`src/rtl/fmul_sig_round_pkg.sv`:
```
package fmul_sig_round_pkg;
  typedef enum logic [1:0] {
    RM_NEAR_EVEN = 2'b00,
    RM_TO_ZERO   = 2'b01,
    RM_TO_POS    = 2'b10,
    RM_TO_NEG    = 2'b11
  } rmode_e;
endpackage

```
`src/rtl/fsr_normalize.sv`:
```
// One-place normalize: picks the integer bit and splits fraction/guard/sticky.
module fsr_normalize #(
  parameter int FRAC_W = 52,
  localparam int PROD_W = 2 * (FRAC_W + 1)
) (
  input  logic [PROD_W-1:0] prod_i,
  output logic [FRAC_W-1:0] frac_o,
  output logic              guard_o,
  output logic              sticky_o,
  output logic              shifted_o
);
  // n_lo holds everything below the integer bit after alignment
  logic [PROD_W-2:0] n_lo;

  always_comb begin
    shifted_o = prod_i[PROD_W-1];
    n_lo      = shifted_o ? prod_i[PROD_W-2:0] : {prod_i[PROD_W-3:0], 1'b0};
    frac_o    = n_lo[PROD_W-2 -: FRAC_W];
    guard_o   = n_lo[PROD_W-2-FRAC_W];
    sticky_o  = |n_lo[PROD_W-3-FRAC_W:0];
  end
endmodule

```
`src/rtl/fsr_rounder.sv`:
```
// Picks the rounding position by precision, decides the increment, adds it.
module fsr_rounder
  import fmul_sig_round_pkg::*;
#(
  parameter int FRAC_W    = 52,
  parameter int SP_FRAC_W = 23,
  localparam int DROP_W   = FRAC_W - SP_FRAC_W
) (
  input  logic [FRAC_W-1:0] frac_i,
  input  logic              guard_i,
  input  logic              sticky_i,
  input  logic              sp_i,
  input  rmode_e            rmode_i,
  input  logic              sign_i,
  output logic [FRAC_W-1:0] frac_o,
  output logic              carry_o,
  output logic              inexact_o
);
  localparam logic [FRAC_W-1:0] SP_LOW_MASK = {{SP_FRAC_W{1'b0}}, {DROP_W{1'b1}}};
  localparam logic [FRAC_W:0]   SP_ULP      = {{SP_FRAC_W{1'b0}}, 1'b1, {DROP_W{1'b0}}};
  localparam logic [FRAC_W:0]   DP_ULP      = {{FRAC_W{1'b0}}, 1'b1};

  logic [FRAC_W-1:0] kept;
  logic              g_act, s_act, lsb, up;
  logic [FRAC_W:0]   sum;

  always_comb begin
    kept  = sp_i ? (frac_i & ~SP_LOW_MASK) : frac_i;
    g_act = sp_i ? frac_i[DROP_W-1] : guard_i;
    s_act = sp_i ? (|frac_i[DROP_W-2:0] | guard_i | sticky_i) : sticky_i;
    lsb   = sp_i ? frac_i[DROP_W] : frac_i[0];

    unique case (rmode_i)
      RM_NEAR_EVEN: up = g_act & (s_act | lsb);
      RM_TO_ZERO:   up = 1'b0;
      RM_TO_POS:    up = (g_act | s_act) & ~sign_i;
      RM_TO_NEG:    up = (g_act | s_act) & sign_i;
      default:      up = 1'b0;
    endcase

    sum       = {1'b0, kept} + (up ? (sp_i ? SP_ULP : DP_ULP) : '0);
    frac_o    = sum[FRAC_W-1:0];
    carry_o   = sum[FRAC_W];
    inexact_o = g_act | s_act;
  end
endmodule

```
`src/rtl/fmul_sig_round.sv`:
```
module fmul_sig_round
  import fmul_sig_round_pkg::*;
#(
  parameter int FRAC_W    = 52,
  parameter int SP_FRAC_W = 23,
  localparam int PROD_W   = 2 * (FRAC_W + 1),
  localparam int DROP_W   = FRAC_W - SP_FRAC_W
) (
  input  logic              clk,
  input  logic              rst_n,
  input  logic [PROD_W-1:0] prod_i,
  input  logic              sp_i,
  input  logic [1:0]        rmode_i,
  input  logic              sign_i,
  output logic [FRAC_W-1:0] frac_o,
  output logic              norm_inc_o,
  output logic              round_inc_o,
  output logic              inexact_o
);
  logic [FRAC_W-1:0] n_frac, r_frac;
  logic              n_guard, n_sticky, n_shift, r_carry, r_inexact;

  fsr_normalize #(.FRAC_W(FRAC_W)) u_norm (
    .prod_i   (prod_i),
    .frac_o   (n_frac),
    .guard_o  (n_guard),
    .sticky_o (n_sticky),
    .shifted_o(n_shift)
  );

  fsr_rounder #(.FRAC_W(FRAC_W), .SP_FRAC_W(SP_FRAC_W)) u_round (
    .frac_i   (n_frac),
    .guard_i  (n_guard),
    .sticky_i (n_sticky),
    .sp_i     (sp_i),
    .rmode_i  (rmode_e'(rmode_i)),
    .sign_i   (sign_i),
    .frac_o   (r_frac),
    .carry_o  (r_carry),
    .inexact_o(r_inexact)
  );

  // next-state
  logic [FRAC_W-1:0] frac_d;
  logic              norm_d, rnd_d, inex_d;

  always_comb begin
    frac_d = r_frac;
    norm_d = n_shift;
    rnd_d  = r_carry;
    inex_d = r_inexact;
  end

  // registers
  always_ff @(posedge clk or negedge rst_n) begin
    if (!rst_n) begin
      frac_o      <= '0;
      norm_inc_o  <= 1'b0;
      round_inc_o <= 1'b0;
      inexact_o   <= 1'b0;
    end else begin
      frac_o      <= frac_d;
      norm_inc_o  <= norm_d;
      round_inc_o <= rnd_d;
      inexact_o   <= inex_d;
    end
  end

  assert_carry_zero_frac_R10: assert property (@(posedge clk) disable iff (!rst_n)
    round_inc_o |-> (frac_o == '0));

  assert_sp_low_clear_R8: assert property (@(posedge clk) disable iff (!rst_n)
    $past(sp_i) |-> (frac_o[DROP_W-1:0] == '0));

  assert_rz_no_carry_R5: assert property (@(posedge clk) disable iff (!rst_n)
    ($past(rmode_i) == 2'b01) |-> !round_inc_o);

  assert_exact_no_round_R9: assert property (@(posedge clk) disable iff (!rst_n)
    !inexact_o |-> !round_inc_o);

  assert_latency_R11: assert property (@(posedge clk) disable iff (!rst_n)
    $stable(prod_i) && $stable(sp_i) && $stable(rmode_i) && $stable(sign_i)
    |=> $stable(frac_o));
endmodule

```
`config.mk`:
```
export PLATFORM = sky130hd
export DESIGN_NAME = fmul_sig_round
export DESIGN_NICKNAME = d
export VERILOG_FILES = /design/src/rtl/fmul_sig_round_pkg.sv /design/src/rtl/fsr_normalize.sv /design/src/rtl/fsr_rounder.sv /design/src/rtl/fmul_sig_round.sv
export SDC_FILE = /design/constraint.sdc
export NUM_CORES = 1
export LEC_CHECK = 0
export BUFFER_PORTS_ARGS = -buffer_cell sky130_fd_sc_hd__buf_2
export CAP_MARGIN = 40
export CORE_UTILIZATION = 40
export CTS_BUF_LIST = sky130_fd_sc_hd__clkbuf_4
export CTS_CLUSTER_SIZE = 14
export DETAILED_ROUTE_END_ITERATION = 6
export PLACE_DENSITY = 0.72
export REMOVE_ABC_BUFFERS = 1
export SLEW_MARGIN = 20
export SYNTH_ARGS = -nofsm -noshare
export SYNTH_HDL_FRONTEND = slang
export SYNTH_HIERARCHICAL = 1
export SYNTH_SLANG_ARGS = --single-unit
```
`constraint.sdc`:
```
create_clock -name clk -period 0.8 [get_ports clk]
set_input_delay 0.2 -clock clk [delete_from_list [all_inputs] [get_ports clk]]
set_output_delay 0.2 -clock clk [all_outputs]
set_load 0.01 [all_outputs]
```
* After elaboration in Yosys (flattened, before gate mapping)
Cells that the tools add are included. Widths: inputs -> output; s select.
Word-level totals: register bits 55, bits of input ports 112, output and inout bits 55
Operators by class: $add $sub $neg 1, equal/unequal tests 3, muxes and demuxes 8, bitwise gates (word level) 8, reduce and logical (&&, ||, !) cells 3
Operators with widths (number):
- $mux 105 | 1
- $add 52x53->53 | 1
- $mux 53 | 1
- $reduce_or 52->1 | 1
- $mux 30 | 1
- $mux 29 | 1
- $reduce_or 28->1 | 1
- $eq 2x2->1 const B | 2
- $or 1x1->1 | 4
- $pmux 1 s4 | 1
- $and 1x1->1 | 3
- $mux 1 | 3
- $eq 2x1->1 const B | 1
- $logic_not 2->1 | 1
- $not 1->1 | 1

* Logic depth before layout (Yosys ltp)
depth after elaboration 10, mapped depth 15, mapped depth without buffers 12

* Hierarchy
The synthesis kept the hierarchy.
By module, submodules not included:
- fsr_rounder | times used 1, cells an instance 238, area an instance 1575.3 um^2, sequential area each 0.0 um^2
- fmul_sig_round | times used 1, cells an instance 55, area an instance 1376.3 um^2, sequential area each 1376.3 um^2
- fsr_normalize | times used 1, cells an instance 80, area an instance 780.7 um^2, sequential area each 0.0 um^2

* Worst setup path before layout
OpenSTA, ideal clock, no wires.
kind input -> register, from input port prod_i[105], to register frac_o[47], library setup time 0.079 ns, arrival 3.471 ns, data required time 0.721 ns, setup slack -2.750 ns, cell stages on the path 14, cells stage by stage buf_2 > buf_2 > mux2_2 > nor4_1 > nand4_1 > nor3_1 > nand3_1 > a31o_2 > ha_1 > nand2_1 > nor4b_2 > nand4_4 > a2111oi_4 > xor2_1
On the way: word-level cells in the longest chain between the ends 10
RTL lines:
- from (decl) | line fmul_sig_round.sv:11 | input logic [PROD_W-1:0] prod_i,
- $mux 105 (*) | line fsr_normalize.sv:17 | n_lo = shifted_o ? prod_i[PROD_W-2:0] : {prod_i[PROD_W-3:0], 1'b0};
- via n_frac[2] | line fmul_sig_round.sv:20 | logic [FRAC_W-1:0] n_frac, r_frac;
- $reduce_or 28->1 | line fsr_rounder.sv:30 | s_act = sp_i ? (|frac_i[DROP_W-2:0] | guard_i | sticky_i) : sticky_i;
- $or 1x1->1 (2 in a row) | line fsr_rounder.sv:30
- $mux 1 | line fsr_rounder.sv:30
- $or 1x1->1 (on tied branches) | line fsr_rounder.sv:36, fsr_rounder.sv:37, fsr_rounder.sv:34
- $and 1x1->1 (on tied branches) | line fsr_rounder.sv:37, fsr_rounder.sv:34, fsr_rounder.sv:36
- $pmux 1 s4 | line fsr_rounder.sv:33 | unique case (rmode_i)
- $mux 53 | line fsr_rounder.sv:41 | sum = {1'b0, kept} + (up ? (sp_i ? SP_ULP : DP_ULP) : '0);
- $add 52x53->53 (*) | line fsr_rounder.sv:41
- via frac_d[47] | line fmul_sig_round.sv:44 | logic [FRAC_W-1:0] frac_d;
- to (signal assigned) | line fmul_sig_round.sv:62 | frac_o <= frac_d;
- to (decl) | line fmul_sig_round.sv:15 | output logic [FRAC_W-1:0] frac_o,
The timed path passes the listed nets; every way through them passes the cells marked *.

* Worst setup path in the final report
from input port prod_i[105], to register frac_o[49]
The elaborated chain is that of the path after synthesis.

==> run summary <==
Rows: 34
Average routed wire per standard cell: 16.8 um
Endpoints failing setup: 109
Largest net degree at the start of global routing: 56
GPL Wtd Cong: 0.908
WP data arrival: 3.38 ns
Number of synthesized flops with an enable pin: 0
DP HPWL: 9330 um
Leakage Power: 2.91 nW
Synth warn: 6
CTS Buffer Depth: 2
Mapped Area: 0.00373 mm^2
Avg Cell Area, Syn: 10.0 um^2
Critical path endpoint category: register
Logic pwr share: 0.369
CTS Buf Count: 5
Slowest CP cell: mux2_2
RSZ-0062 raised after global routing: true
Tmin final: 3.07 ns
Total wire length: 12800 um
Max_cap viols: 0
Num ports: 167
Starting Density: 0.420
Multi-input gate area: 0.00274 mm^2
CP delay by family, top: simple AND/OR/NAND/NOR gates
Largest stage delay, worst path: 0.37 ns
Crit path kind: input port to register
H-Tree Depth: 2
CTS tree: built
Layout cells sized above 1: 0.654
GRT Overall Usage: 0.263
Max-slew headroom: 0.712
Flops & latches, synth: 55
Seq/Total Area, Yosys: 0.369
Synthesized instance count: 373
DR iter-0 viols: 170
Hold WC Path Type: input port to register
Max IR drop VDD: 620 uV
Die width: 98.6 um
Fin area: 0.00626 mm^2
Residual DRC: 0
Top_reg_cell synth: dfrtp_1
First-pass GRT wire length: 20200 um
Final global-route overflow total: 0
Worst-margin pin slew: 0.429 ns
FILL cells: 658
Antenna violations before repair: 0
CTS Sinks: 55
Clock share of power: 0.178
Max Slew Vio Count: 0
Clock-pin slew on the worst setup and hold paths: 0.16 ns
Vias in the first global route: 4205
Chip height: 98.6 um
Antenna diodes: 0
Hold Vio Cnt, Final: 0
Fin crit share: 3.84
Flop pwr share: 0.453
Violated checks: negative setup slack
Fin worst setup slack: -2.27 ns
Area grow syn2layout: 67.6%
Cell Area, Placed: 0.00546 mm^2
WP data required: 1.11 ns
Via count: 4102
Final net count: 770
Psw: 0.00213 W
Share of synthesized flip-flops with an asynchronous set or reset: 1.00
Synth unique cells: 45
Core Box Area: 0.00889 mm^2
Post-route ant nets: 0
PwrDens: 1070 mW/mm^2
Die area: 0.00972 mm^2
Vias per std cell: 5.37
IO Port Bufs: 166
Drt pass-1 iters: 5
Max FO, Critical Path: 8
Fmax: 0.326 GHz
Power Total: 0.00671 W
FF/Latch Area: 0.00138 mm^2
CP Buf/Inv Count: 4
Pint: 0.00457 W
Critical Path Source Type: input port
Root Driver: clkbuf_4
Switching share of total power: 0.318
Crit path cell chain: buf_12 -> buf_12 -> mux2_2 -> nor4_4 -> nand4_1 -> nor3_2 -> buf_4 -> a31oi_2 -> a31o_4 -> ha_4 -> nand2_4 -> nor4b_4 -> nand4_4 -> buf_4 -> a211oi_2 -> xor2_1
Status: finished, violations left
-- cells in the final DEF (no fill, tap or decap), drive strengths merged, types with 2 or more instances in the layout --
cell,n
a211oi,7
xor2,27
a31oi,2
nand4b,3
nand2,22
nor2,26
dfrtp,55
clkinv,2
nor3,10
mux2,53
or2,3
clkbuf,5
a21boi,3
or4,3
or3,2
and3,4
o211ai,2
a21oi,10
a2111oi,2
xnor2,22
nand2b,5
inv,8
ha,3
nand3,20
and4,2
o21ai,5
nor2b,8
nor4,26
and2,2
buf,288
nand4,18
-- cells in the mapped netlist (all sizes together) (5+ instances only) --
cell | instances | area, um^2
nand3 | 20 | 100
mux2 | 53 | 597
xnor2 | 22 | 193
inv | 8 | 30.0
nand2 | 22 | 82.6
xor2 | 27 | 236
dfrtp | 55 | 1380
buf | 10 | 50.1
nor4 | 26 | 203
nor3 | 10 | 55.1
a211oi | 7 | 52.6
nand2b | 5 | 31.3
nand4 | 18 | 128
nor2 | 26 | 103
a21oi | 10 | 50.1
nor2b | 8 | 50.1
o21ai | 5 | 25.0
-- area by class of cell --
type,count,area share
Clock buffer,5,0.00600
Multi-Input combinational cell,296,0.438
Tap cell,108,0.0216
Timing Repair Buffer,289,0.307
Clock inverter,3,0.00240
Inverter,8,0.00480
Sequential cell,55,0.220
-- tightest hold or removal path, stage by stage --
cell and delay [ns]:
buf_2 0.08, mux2_2 0.15, buf_4 0.11, xor2_1 0.05
-- path summary, 6_finish.rpt --
path | startpoint | end | slack, ns | cells after the start
setup / recovery | prod_i[105] | frac_o[49] | -2.27 | 16
hold / removal | prod_i[93] | frac_o[40] | 0.23 | 4
max in group asynchronous | rst_n | frac_o[20] | 0.23 | 3
min in group asynchronous | rst_n | norm_inc_o | 0.33 | 3
-- metrics by stage --
stage / std cells / utilization / setup TNS (ns) / setup WS (ns) / hold slack [ns]
global route: 764 / 0.704 / -129.85 / -2.36 / 0.217
CTS: 755 / 0.675 / -113.09 / -2.15 / 0.200
finish: 764 / 0.704 / -121.69 / -2.27 / 0.230
detailed placement: 737 / 0.615 / -126.80 / -2.90 / 0.222
global placement: 737 / 0.615 / -124.18 / -2.80 / 0.214
floorplan: 359 / - / -93.58 / -2.34 / -0.0956
-- cells by family after synthesis --
group / synth area share
muxes: 0.163
adders and majority gates: 0.0101
buffers and inverters: 0.0255
and+or+nand+nor: 0.253
xor gates and xnor gates: 0.115
AOI/OAI and AO/OA: 0.0647
DFF: 0.369
-- power groups by stage --
stage / registers (W) / clock network (W) / logic (W)
after detailed placement: 0.00308 / 0 / 0.00214
after global routing: 0.00305 / 0.00136 / 0.00265
after global placement: 0.00308 / 0 / 0.00208
after floorplan: 0.00320 / 0 / 0.000769
final: 0.00303 / 0.00120 / 0.00248
after CTS: 0.00303 / 0.00127 / 0.00236
-- metal layers --
metal | vias to the layer above | wire length (um) | global-route usage
li1 | 1920 | - | -
met2 | 182 | 6620 | 0.475
met3 | 28 | 661 | 0.0326
met5 | - | 0 | 0
met1 | 1972 | 5300 | 0.324
met4 | 0 | 271 | 0.0884
-- sequential cells by signal, summed over array words and instances, names as in the netlist --
register / flops
frac_o: 52
inexact_o: 1
round_inc_o: 1
norm_inc_o: 1
-- what timing repair did --
action	4_1_cts	5_1_grt
resized for setup	80	36
setup buffers	9	11
hold buffers	1	0
hold endpoints to repair	55	0
cloned	1	0
setup endpoints to repair	109	109
pin swaps	47	42
(Power assumes the default switching activity.)
